`config.mk`:
```
export PLATFORM = sky130hd
export DESIGN_NAME = dual_interval_timer
export DESIGN_NICKNAME = d
export VERILOG_FILES = /design/src/rtl/dit_pkg.sv /design/src/rtl/dit_prescaler.sv /design/src/rtl/dit_edge_sync.sv /design/src/rtl/dit_src_mux.sv /design/src/rtl/dit_counter.sv /design/src/rtl/dual_interval_timer.sv
export SDC_FILE = /design/constraint.sdc
export NUM_CORES = 1
export LEC_CHECK = 0
export CORE_MARGIN = 4
export CORE_UTILIZATION = 47
export CTS_CLUSTER_SIZE = 10
export DETAILED_ROUTE_END_ITERATION = 8
export HOLD_SLACK_MARGIN = 0.03
export PLACE_DENSITY = 0.79
export RECOVER_POWER = 50
export SLEW_MARGIN = 5
export SYNTH_ARGS = -nofsm -noshare
export SYNTH_HDL_FRONTEND = slang
export SYNTH_SLANG_ARGS = --single-unit
```
`constraint.sdc`:
```
create_clock -name clk -period 3.2 [get_ports clk]
set_input_delay 0.8 -clock clk [delete_from_list [all_inputs] [get_ports clk]]
set_output_delay 0.8 -clock clk [all_outputs]
set_load 0.01 [all_outputs]
```
`src/rtl/dit_pkg.sv`:
```
package dit_pkg;

   // number of prescaler taps and their positions in the tap vector
   localparam int NTAP     = 4;
   localparam int TAP_T1   = 0;
   localparam int TAP_T4   = 1;
   localparam int TAP_T16  = 2;
   localparam int TAP_T256 = 3;

   // source codes of the first counter
   typedef enum logic [1:0] {
      SRC0_EXT = 2'b00,
      SRC0_T1  = 2'b01,
      SRC0_T4  = 2'b10,
      SRC0_T16 = 2'b11
   } src0_e;

   // source codes of the second counter in 8-bit mode
   typedef enum logic [1:0] {
      SRC1_M0   = 2'b00,
      SRC1_T1   = 2'b01,
      SRC1_T16  = 2'b10,
      SRC1_T256 = 2'b11
   } src1_e;

endpackage

```
`src/rtl/dit_prescaler.sv`:
```
module dit_prescaler
   import dit_pkg::*;
#(
   parameter int PRE_W = 9,
   parameter int TAP0  = 1,
   parameter int TAP1  = 3,
   parameter int TAP2  = 5,
   parameter int TAP3  = 9
) (
   input  logic             clk,
   input  logic             rst,
   input  logic             base_tick_i,
   input  logic             run_i,
   output logic [PRE_W-1:0] cnt_o,
   output logic [NTAP-1:0]  tick_o
);

   localparam int TAP_LEN [NTAP] = '{TAP0, TAP1, TAP2, TAP3};

   generate
      if (TAP0 < 1 || TAP0 >= TAP1 || TAP1 >= TAP2 || TAP2 >= TAP3 || TAP3 > PRE_W) begin : g_bad_taps
         $error("dit_prescaler: taps must rise strictly and fit in PRE_W");
      end
   endgenerate

   logic [PRE_W-1:0] cnt_q;

   always_ff @(posedge clk) begin
      if (rst || !run_i) begin
         cnt_q <= '0;
      end else if (base_tick_i) begin
         cnt_q <= cnt_q + 1'b1;
      end
   end

   // a tap fires on the base tick that rolls its low bits over
   for (genvar g = 0; g < NTAP; g++) begin : g_tap
      localparam int LEN = TAP_LEN[g];
      assign tick_o[g] = base_tick_i & run_i & (&cnt_q[LEN-1:0]);
   end

   assign cnt_o = cnt_q;

endmodule

```
`src/rtl/dit_edge_sync.sv`:
```
module dit_edge_sync #(
   parameter int STAGES = 2
) (
   input  logic clk,
   input  logic rst,
   input  logic pin_i,
   output logic rise_o
);

   generate
      if (STAGES < 2) begin : g_bad_stages
         $error("dit_edge_sync: at least two synchronizer stages are needed");
      end
   endgenerate

   // STAGES synchronizer flops plus one history flop for the edge
   logic [STAGES:0] sh_q;

   always_ff @(posedge clk) begin
      if (rst) begin
         sh_q <= '0;
      end else begin
         sh_q <= {sh_q[STAGES-1:0], pin_i};
      end
   end

   assign rise_o = sh_q[STAGES-1] & ~sh_q[STAGES];

endmodule

```
`src/rtl/dit_src_mux.sv`:
```
module dit_src_mux #(
   parameter int N     = 4,
   parameter int SEL_W = (N > 1) ? $clog2(N) : 1
) (
   input  logic [N-1:0]     src_i,
   input  logic [SEL_W-1:0] sel_i,
   input  logic             run_i,
   output logic             en_o
);

   generate
      if ((1 << SEL_W) != N) begin : g_bad_n
         $error("dit_src_mux: N must be a power of two matching SEL_W");
      end
   endgenerate

   assign en_o = run_i & src_i[sel_i];

endmodule

```
`src/rtl/dit_counter.sv`:
```
module dit_counter #(
   parameter int W = 8
) (
   input  logic         clk,
   input  logic         rst,
   input  logic         run_i,
   input  logic         inc_i,
   input  logic         clr_i,
   output logic [W-1:0] q_o
);

   generate
      if (W < 1) begin : g_bad_w
         $error("dit_counter: width must be positive");
      end
   endgenerate

   logic [W-1:0] q_r;

   always_ff @(posedge clk) begin
      if (rst || !run_i) begin
         q_r <= '0;
      end else if (clr_i) begin
         q_r <= '0;
      end else if (inc_i) begin
         q_r <= q_r + 1'b1;
      end
   end

   assign q_o = q_r;

endmodule

```
`src/rtl/dual_interval_timer.sv`:
```
module dual_interval_timer
   import dit_pkg::*;
#(
   parameter int CNT_W       = 8,
   parameter int PRE_W       = 9,
   parameter int SYNC_STAGES = 2
) (
   input  logic             clk,
   input  logic             rst,
   input  logic             base_tick_i,
   input  logic             ext_cnt_i,
   input  logic             pre_run_i,
   input  logic             run0_i,
   input  logic             run1_i,
   input  logic             cascade_i,
   input  logic [1:0]       src0_sel_i,
   input  logic [1:0]       src1_sel_i,
   input  logic [CNT_W-1:0] cmp0_i,
   input  logic [CNT_W-1:0] cmp1_i,
   output logic [CNT_W-1:0] cnt0_o,
   output logic [CNT_W-1:0] cnt1_o,
   output logic             match0_o,
   output logic             match1_o
);

   localparam int NCH = 2;

   generate
      if (PRE_W < 9) begin : g_bad_pre
         $error("dual_interval_timer: prescaler must reach the /512 tap");
      end
   endgenerate

   logic [PRE_W-1:0]           pre_cnt;
   logic [NTAP-1:0]            tap;
   logic                       ext_rise;
   logic                       en0, en1;
   logic                       eq0, eq1, eq16, top0;
   logic                       ev_m0;
   logic [NCH-1:0]             run_v, inc_v, clr_v;
   logic [NCH-1:0][CNT_W-1:0]  cnt_v;
   logic                       match0_q, match1_q;

   dit_prescaler #(
      .PRE_W (PRE_W),
      .TAP0  (1),
      .TAP1  (3),
      .TAP2  (5),
      .TAP3  (9)
   ) u_pre (
      .clk         (clk),
      .rst         (rst),
      .base_tick_i (base_tick_i),
      .run_i       (pre_run_i),
      .cnt_o       (pre_cnt),
      .tick_o      (tap)
   );

   dit_edge_sync #(
      .STAGES (SYNC_STAGES)
   ) u_ext (
      .clk    (clk),
      .rst    (rst),
      .pin_i  (ext_cnt_i),
      .rise_o (ext_rise)
   );

   dit_src_mux #(.N(4)) u_mux0 (
      .src_i ({tap[TAP_T16], tap[TAP_T4], tap[TAP_T1], ext_rise}),
      .sel_i (src0_sel_i),
      .run_i (run0_i),
      .en_o  (en0)
   );

   dit_src_mux #(.N(4)) u_mux1 (
      .src_i ({tap[TAP_T256], tap[TAP_T16], tap[TAP_T1], ev_m0}),
      .sel_i (src1_sel_i),
      .run_i (run1_i),
      .en_o  (en1)
   );

   assign eq0   = (cnt_v[0] == cmp0_i);
   assign eq1   = (cnt_v[1] == cmp1_i);
   assign eq16  = eq0 & eq1;
   assign top0  = &cnt_v[0];
   assign ev_m0 = en0 & eq0 & ~cascade_i;

   always_comb begin
      run_v = {run1_i, run0_i};
      if (cascade_i) begin
         inc_v[0] = en0;
         clr_v[0] = en0 & eq16;
         inc_v[1] = en0 & top0;
         clr_v[1] = en0 & eq16;
      end else begin
         inc_v[0] = en0;
         clr_v[0] = ev_m0;
         inc_v[1] = en1;
         clr_v[1] = en1 & eq1;
      end
   end

   for (genvar c = 0; c < NCH; c++) begin : g_cnt
      dit_counter #(.W(CNT_W)) u_cnt (
         .clk   (clk),
         .rst   (rst),
         .run_i (run_v[c]),
         .inc_i (inc_v[c]),
         .clr_i (clr_v[c]),
         .q_o   (cnt_v[c])
      );
   end

   always_ff @(posedge clk) begin
      if (rst) begin
         match0_q <= 1'b0;
         match1_q <= 1'b0;
      end else begin
         match0_q <= ev_m0;
         match1_q <= clr_v[1];
      end
   end

   assign cnt0_o   = cnt_v[0];
   assign cnt1_o   = cnt_v[1];
   assign match0_o = match0_q;
   assign match1_o = match1_q;

endmodule

```
**Word-level counts from Yosys, hierarchy flattened**

Index checks and enable logic that the tools add are counted.

- $add $sub $neg: 3
- Magnitude comparators: 2
- Eq/ne operators: 2
- Multiplexer cells: 6
- Bitwise gates (word level): 16
- Reduce and logical (&&, ||, !) cells: 12

Operators by type and width:

| kind | count |
|---|---|
| adder 8 x 1 -> 8 bit (second input constant) | 2 |
| == test 8 bit | 2 |
| bitwise AND 1 bit | 14 |
| adder 9 x 1 -> 9 bit (second input constant) | 1 |
| AND reduction 9 bit | 1 |
| AND reduction 8 bit | 1 |
| < comparator 2 x 3 -> 1 bit (second input constant) | 2 |
| AND reduction 5 bit | 1 |
| binary-select mux 1 bit (select 2 bit) | 2 |
| two-way mux 2 bit | 2 |
| OR reduction 2 bit | 2 |
| logical NOT 1 bit | 3 |
| logical OR 1 bit | 3 |
| AND reduction 3 bit | 1 |
| two-way mux 1 bit | 2 |
| NOT 1 bit | 2 |

- Register bits: 30
- Input bits: 28
- Output and inout port bits: 18
- Word-level logic and storage cells: 47

**Depth between registers and ports, before layout**

- Depth in word-level cells: 13
- Mapped depth: 11
- Gate-level depth less buffers: 10

**Modules after synthesis**

Synthesis repeated with hierarchy kept, for this count alone.

- Cell total of the unflattened synthesis: 172
- Area, all modules: 1601.5 um2

Modules (own cells, without submodules):

| module | times used | cells each | area an instance (um2) | seq. area each (um2) |
|---|---|---|---|---|
| dit_counter | 2 | 38 | 347.8 | 160.2 |
| dit_prescaler | 1 | 50 | 469.2 | 180.2 |
| dual_interval_timer | 1 | 35 | 291.5 | 40.0 |
| dit_edge_sync | 1 | 7 | 87.6 | 60.1 |
| dit_src_mux | 2 | 2 | 28.8 | 0.0 |

**Worst setup path before layout**

Ideal clock, no wire load.

- Kind: input -> register
- From: input src0_sel_i[0]
- To: register g_cnt[1].u_cnt.q_r[7]
- Setup time: 0.070 ns
- Arrival: 2.320 ns
- Required time: 3.130 ns
- Slack: 0.810 ns
- Cell stages on the path: 6
- Buffers on the path: 0
- Path through: or3b_1 > a21o_1 > a21oi_4 > o22ai_2 > or4_1 > a21oi_1

- Word-level cells in the longest chain between the ends: 11
- Elaborated cells between the ends (all ways): 14
- Classes of those cells: 6 x mux; 7 x bitwise; 1 x reduce/logical

RTL lines:

| what | line | source |
|---|---|---|
| from (decl) | dual_interval_timer.sv:16 | `input logic [1:0] src0_sel_i,` |
| binary-select mux 1 bit (select 2 bit) * | dit_src_mux.sv:17 | `assign en_o = run_i & src_i[sel_i];` |
| two-way mux 1 bit (implied by the code) * | dit_src_mux.sv:17 |  |
| bitwise AND 1 bit * | dit_src_mux.sv:17 |  |
| bitwise AND 1 bit (2 in a row) | dual_interval_timer.sv:86 | `assign ev_m0 = en0 & eq0 & ~cascade_i;` |
| binary-select mux 1 bit (select 2 bit) | dit_src_mux.sv:17 |  |
| two-way mux 1 bit (implied by the code) | dit_src_mux.sv:17 |  |
| bitwise AND 1 bit | dit_src_mux.sv:17 |  |
| bitwise AND 1 bit | dual_interval_timer.sv:99 | `clr_v[1] = en1 & eq1;` |
| two-way mux 2 bit | dual_interval_timer.sv:90 | `if (cascade_i) begin` |
| OR reduction 2 bit (no line) | - |  |
| to (signal assigned) | dit_counter.sv:26 | `q_r <= q_r + 1'b1;` |
| to (decl) | dit_counter.sv:18 | `logic [W-1:0] q_r;` |

Every way passes the cells marked *; elsewhere a longest branch is shown, timed or not. The select of a mux whose other input is x is not followed.
A chain may end at the register's enable or synchronous reset.

**Final worst setup path**

- From: input base_tick_i
- To: register g_cnt[1].u_cnt.q_r[7]

- Word-level cells in the longest chain between the ends: 13
- Elaborated cells between the ends (all ways): 19
- Classes of those cells: 6 x mux; 12 x bitwise; 1 x reduce/logical

RTL lines:

| what | line | source |
|---|---|---|
| from (decl) | dual_interval_timer.sv:10 | `input logic base_tick_i,` |
| bitwise AND 1 bit * | dit_prescaler.sv:39 | `assign tick_o[g] = base_tick_i & run_i & (&cnt_q[LEN-1:0]);` |
| bitwise AND 1 bit | dit_prescaler.sv:39 |  |
| binary-select mux 1 bit (select 2 bit) | dit_src_mux.sv:17 |  |
| two-way mux 1 bit (implied by the code) | dit_src_mux.sv:17 |  |
| bitwise AND 1 bit | dit_src_mux.sv:17 |  |
| bitwise AND 1 bit (2 in a row) | dual_interval_timer.sv:86 |  |
| binary-select mux 1 bit (select 2 bit) | dit_src_mux.sv:17 |  |
| two-way mux 1 bit (implied by the code) | dit_src_mux.sv:17 |  |
| bitwise AND 1 bit | dit_src_mux.sv:17 |  |
| bitwise AND 1 bit | dual_interval_timer.sv:99 |  |
| two-way mux 2 bit | dual_interval_timer.sv:90 |  |
| OR reduction 2 bit (no line) | - |  |

Marks and branches as above.

==> run_results.csv <==
group,metric,value,unit
detailed_routing,ant_nets,0,
yosys,synth-warning-count,0,
clock_network,insertion_delay,320,ps
placement,place.detailed.hpwl,2770,um
cells_and_area,diodes,0,
timing,skew,7.01,ps
timing,drv_slew,0,
die,core,0.00334,mm^2
yosys,synthDistinctLibCells,34,
timing,timing.fmax,351,MHz
detailed_routing,avgViaCountPerCell,5.20,
clock_network,cts_made_buffers,5,
global_route,grt_pass1_wl,6150,um
clock_network,cts.path.max_buffers,2,
min_path,min_from,"u_ext.sh_q[0]",
detailed_routing,drc,0,
die,die_w,66.6,um
die,dieHeight,66.6,um
clock_network,clk_pin_slew,90,ps
yosys,synth_area,0.00161,mm^2
worst_setup_path,worstPathArrival,3110,ps
yosys,synth_ff_type,"dfxtp_1",
timing,timing.hold.ws,448,ps
yosys,synth_edf_count,0,
placement,gp_congestion,0.790,
global_route,first_global_vias,1455,
worst_setup_path,critPathKind,"primary input to register",
clock_network,post_cts_buffers,0,
power_and_ir_drop,power_frac_seq,55.5,%
detailed_routing,firstDrtPassIters,4,
power_and_ir_drop,leakage,0.818,nW
timing,fin_setup_tns,0,ps
timing,rsz0062_at_grt,"no",
worst_setup_path,path_max_fanout,10,
yosys,syn-num-nets,214,
clock_network,cts_sinks,30,
worst_setup_path,reg2reg_from,"u_pre.cnt_o[0]",
cells_and_area,most-common-layout-cells,"clkdlybuf4s50_1 (32), dfxtp_1 (30), nor2_1 (22)",
global_route,antenna_found_initial,0,
yosys,ys_seq_elements,30,
cells_and_area,seqCellArea,601,um^2
min_path,min_path_type,"register to register",
flow_run,cap_viol_max_count,0,
timing,relSlewSlack,66.1,%
clock_network,cts_tree,"built",
global_route,track_usage,17.5,%
clock_network,cts_hold_buf,0,
cells_and_area,layout.nets,265,
clock_network,cts_max_level,2,
power_and_ir_drop,vdd_drop_max,0.196,mV
cells_and_area,drive_gt1_share,6.47,%
power_and_ir_drop,p_int,526,uW
die,rows,21,
detailed_routing,wl_per_cell,12.9,um
global_route,grt_start_max_net_pins,11,
power_and_ir_drop,p_switching,154,uW
power_and_ir_drop,clkPwrFrac,34.1,%
detailed_routing,drtIter0Drc,51,
yosys,ys_top_cells_by_area,"dfxtp_1 (37%), xnor2_1 (10%), nand4_1 (5.4%)",
placement,dp.cells,270,
yosys,yosysTopAreaCellShare,37.2,%
cells_and_area,layout_commonest_cell,"clkdlybuf4s50_1",
worst_setup_path,cp-start-kind,"primary input",
global_route,grt_overflow,0,
power_and_ir_drop,power.density,312,mW/mm^2
timing,worstMarginPinSlew,508,ps
cells_and_area,syn_to_final_growth,35.3,%
die,die_area,0.00443,mm^2
clock_network,root_buffer,"clkbuf_4",
yosys,yosys.area.top_type,"dfxtp_1",
yosys,ys_async_sr_fraction,0,%
clock_network,ctsResizeCount,0,
power_and_ir_drop,swShare,22.7,%
timing,fin_crit,2850,ps
status,status,"finished, final reports clean",
timing,finalHoldViolations,0,
die,io-pin-count,46,
worst_setup_path,startpoint,"base_tick_i",
yosys,syn-instance-count,180,
detailed_routing,vias,1446,
timing,setup_viol,0,
placement,io_buffer_count,45,
worst_setup_path,cp.required,3460,ps
die,initial_core_util,48.3,%
detailed_routing,wl,3590,um
power_and_ir_drop,p_comb_share,10.5,%
cells_and_area,multi_input_comb_area,976,um^2
worst_setup_path,worstSetupEndpointType,"register",
yosys,syn_avg_cell_area,8.96,um^2
cells_and_area,instances_no_fill,278,
timing,period_share,89.0,%
cells_and_area,n_fill_cell,290,
yosys,ys_seq_area_share,37.2,%
metal layers:
layer | global-route usage (%) | wire [um]
met3 | 4.22 | 137
met5 | 0 | 0
met2 | 29.0 | 1750
met1 | 22.6 | 1650
met4 | 4.82 | 48
power groups by stage:
stage,logic [mW],clock network (mW),registers (mW)
after floorplan,0.0278,0,0.386
after global placement,0.0709,0,0.386
after detailed placement,0.0718,0,0.386
after CTS,0.0725,0.240,0.377
after global routing,0.0768,0.255,0.378
final,0.0712,0.232,0.377
state kept, by name, summed over array words and instances (netlist names):
register	count
match0_o	1
u_ext.sh_q	3
match1_o	1
g_cnt.u_cnt.q_o	16
u_pre.cnt_o	9
final cells by class:
class	instances	share of cell area (%)
Clock inverter	1	0.229
Sequential cell	30	27.5
Inverter	5	0.860
Clock buffer	7	2.52
Timing Repair Buffer	48	21.5
Multi-Input combinational cell	141	44.7
Tap cell	46	2.64
cells in the mapped netlist, drive strengths merged, types with 3 or more instances:
cell and number:
or3 6, xor2 10, inv 5, nor2b 3, o21ai 5, dfxtp 30
mux2i 7, xnor2 19, nand4 14, ha 6, nand2 8, and3 5
nor2 22, a21oi 10, nand3 6
worst max-delay path, stage by stage:
cell and delay [ps]:
clkdlybuf4s50_1 530, clkbuf_1 430, nand4_1 240, o21ai_0 250
o22ai_2 180, or4_1 530, a21oi_1 150
metrics by stage:
| stage | util, % | setup slack, ps | power, mW | cell area (um^2) |
|---|---|---|---|---|
| final | 65.4 | 354 | 0.680 | 2180 |
| after global placement | 63.7 | 298 | 0.457 | 2130 |
| after floorplan | - | 810 | 0.413 | 1610 |
| after detailed placement | 63.7 | 273 | 0.458 | 2130 |
| after global routing | 65.4 | 235 | 0.710 | 2180 |
| after CTS | 65.5 | 573 | 0.689 | 2190 |
final timing paths:
kind                            cells past startpoint  slack, ps                    end
worst max-delay path                                7        350  g_cnt[1].u_cnt.q_o[7]
worst min-delay path                                1        450          u_ext.sh_q[1]
worst max register to register                     10        580  g_cnt[1].u_cnt.q_o[7]
worst min register to register                      1        450          u_ext.sh_q[1]
cell families after synthesis:
family	synth area share, %
adder cells (fa/ha/maj)	4.65
buffers and inverters	2.25
AO/OA/AOI/OAI	9.70
XOR/XNOR	15.7
multiplexers	5.74
AND/OR/NAND/NOR	24.7
flip-flops	37.2
No activity file was read; power rests on OpenSTA's default activity.
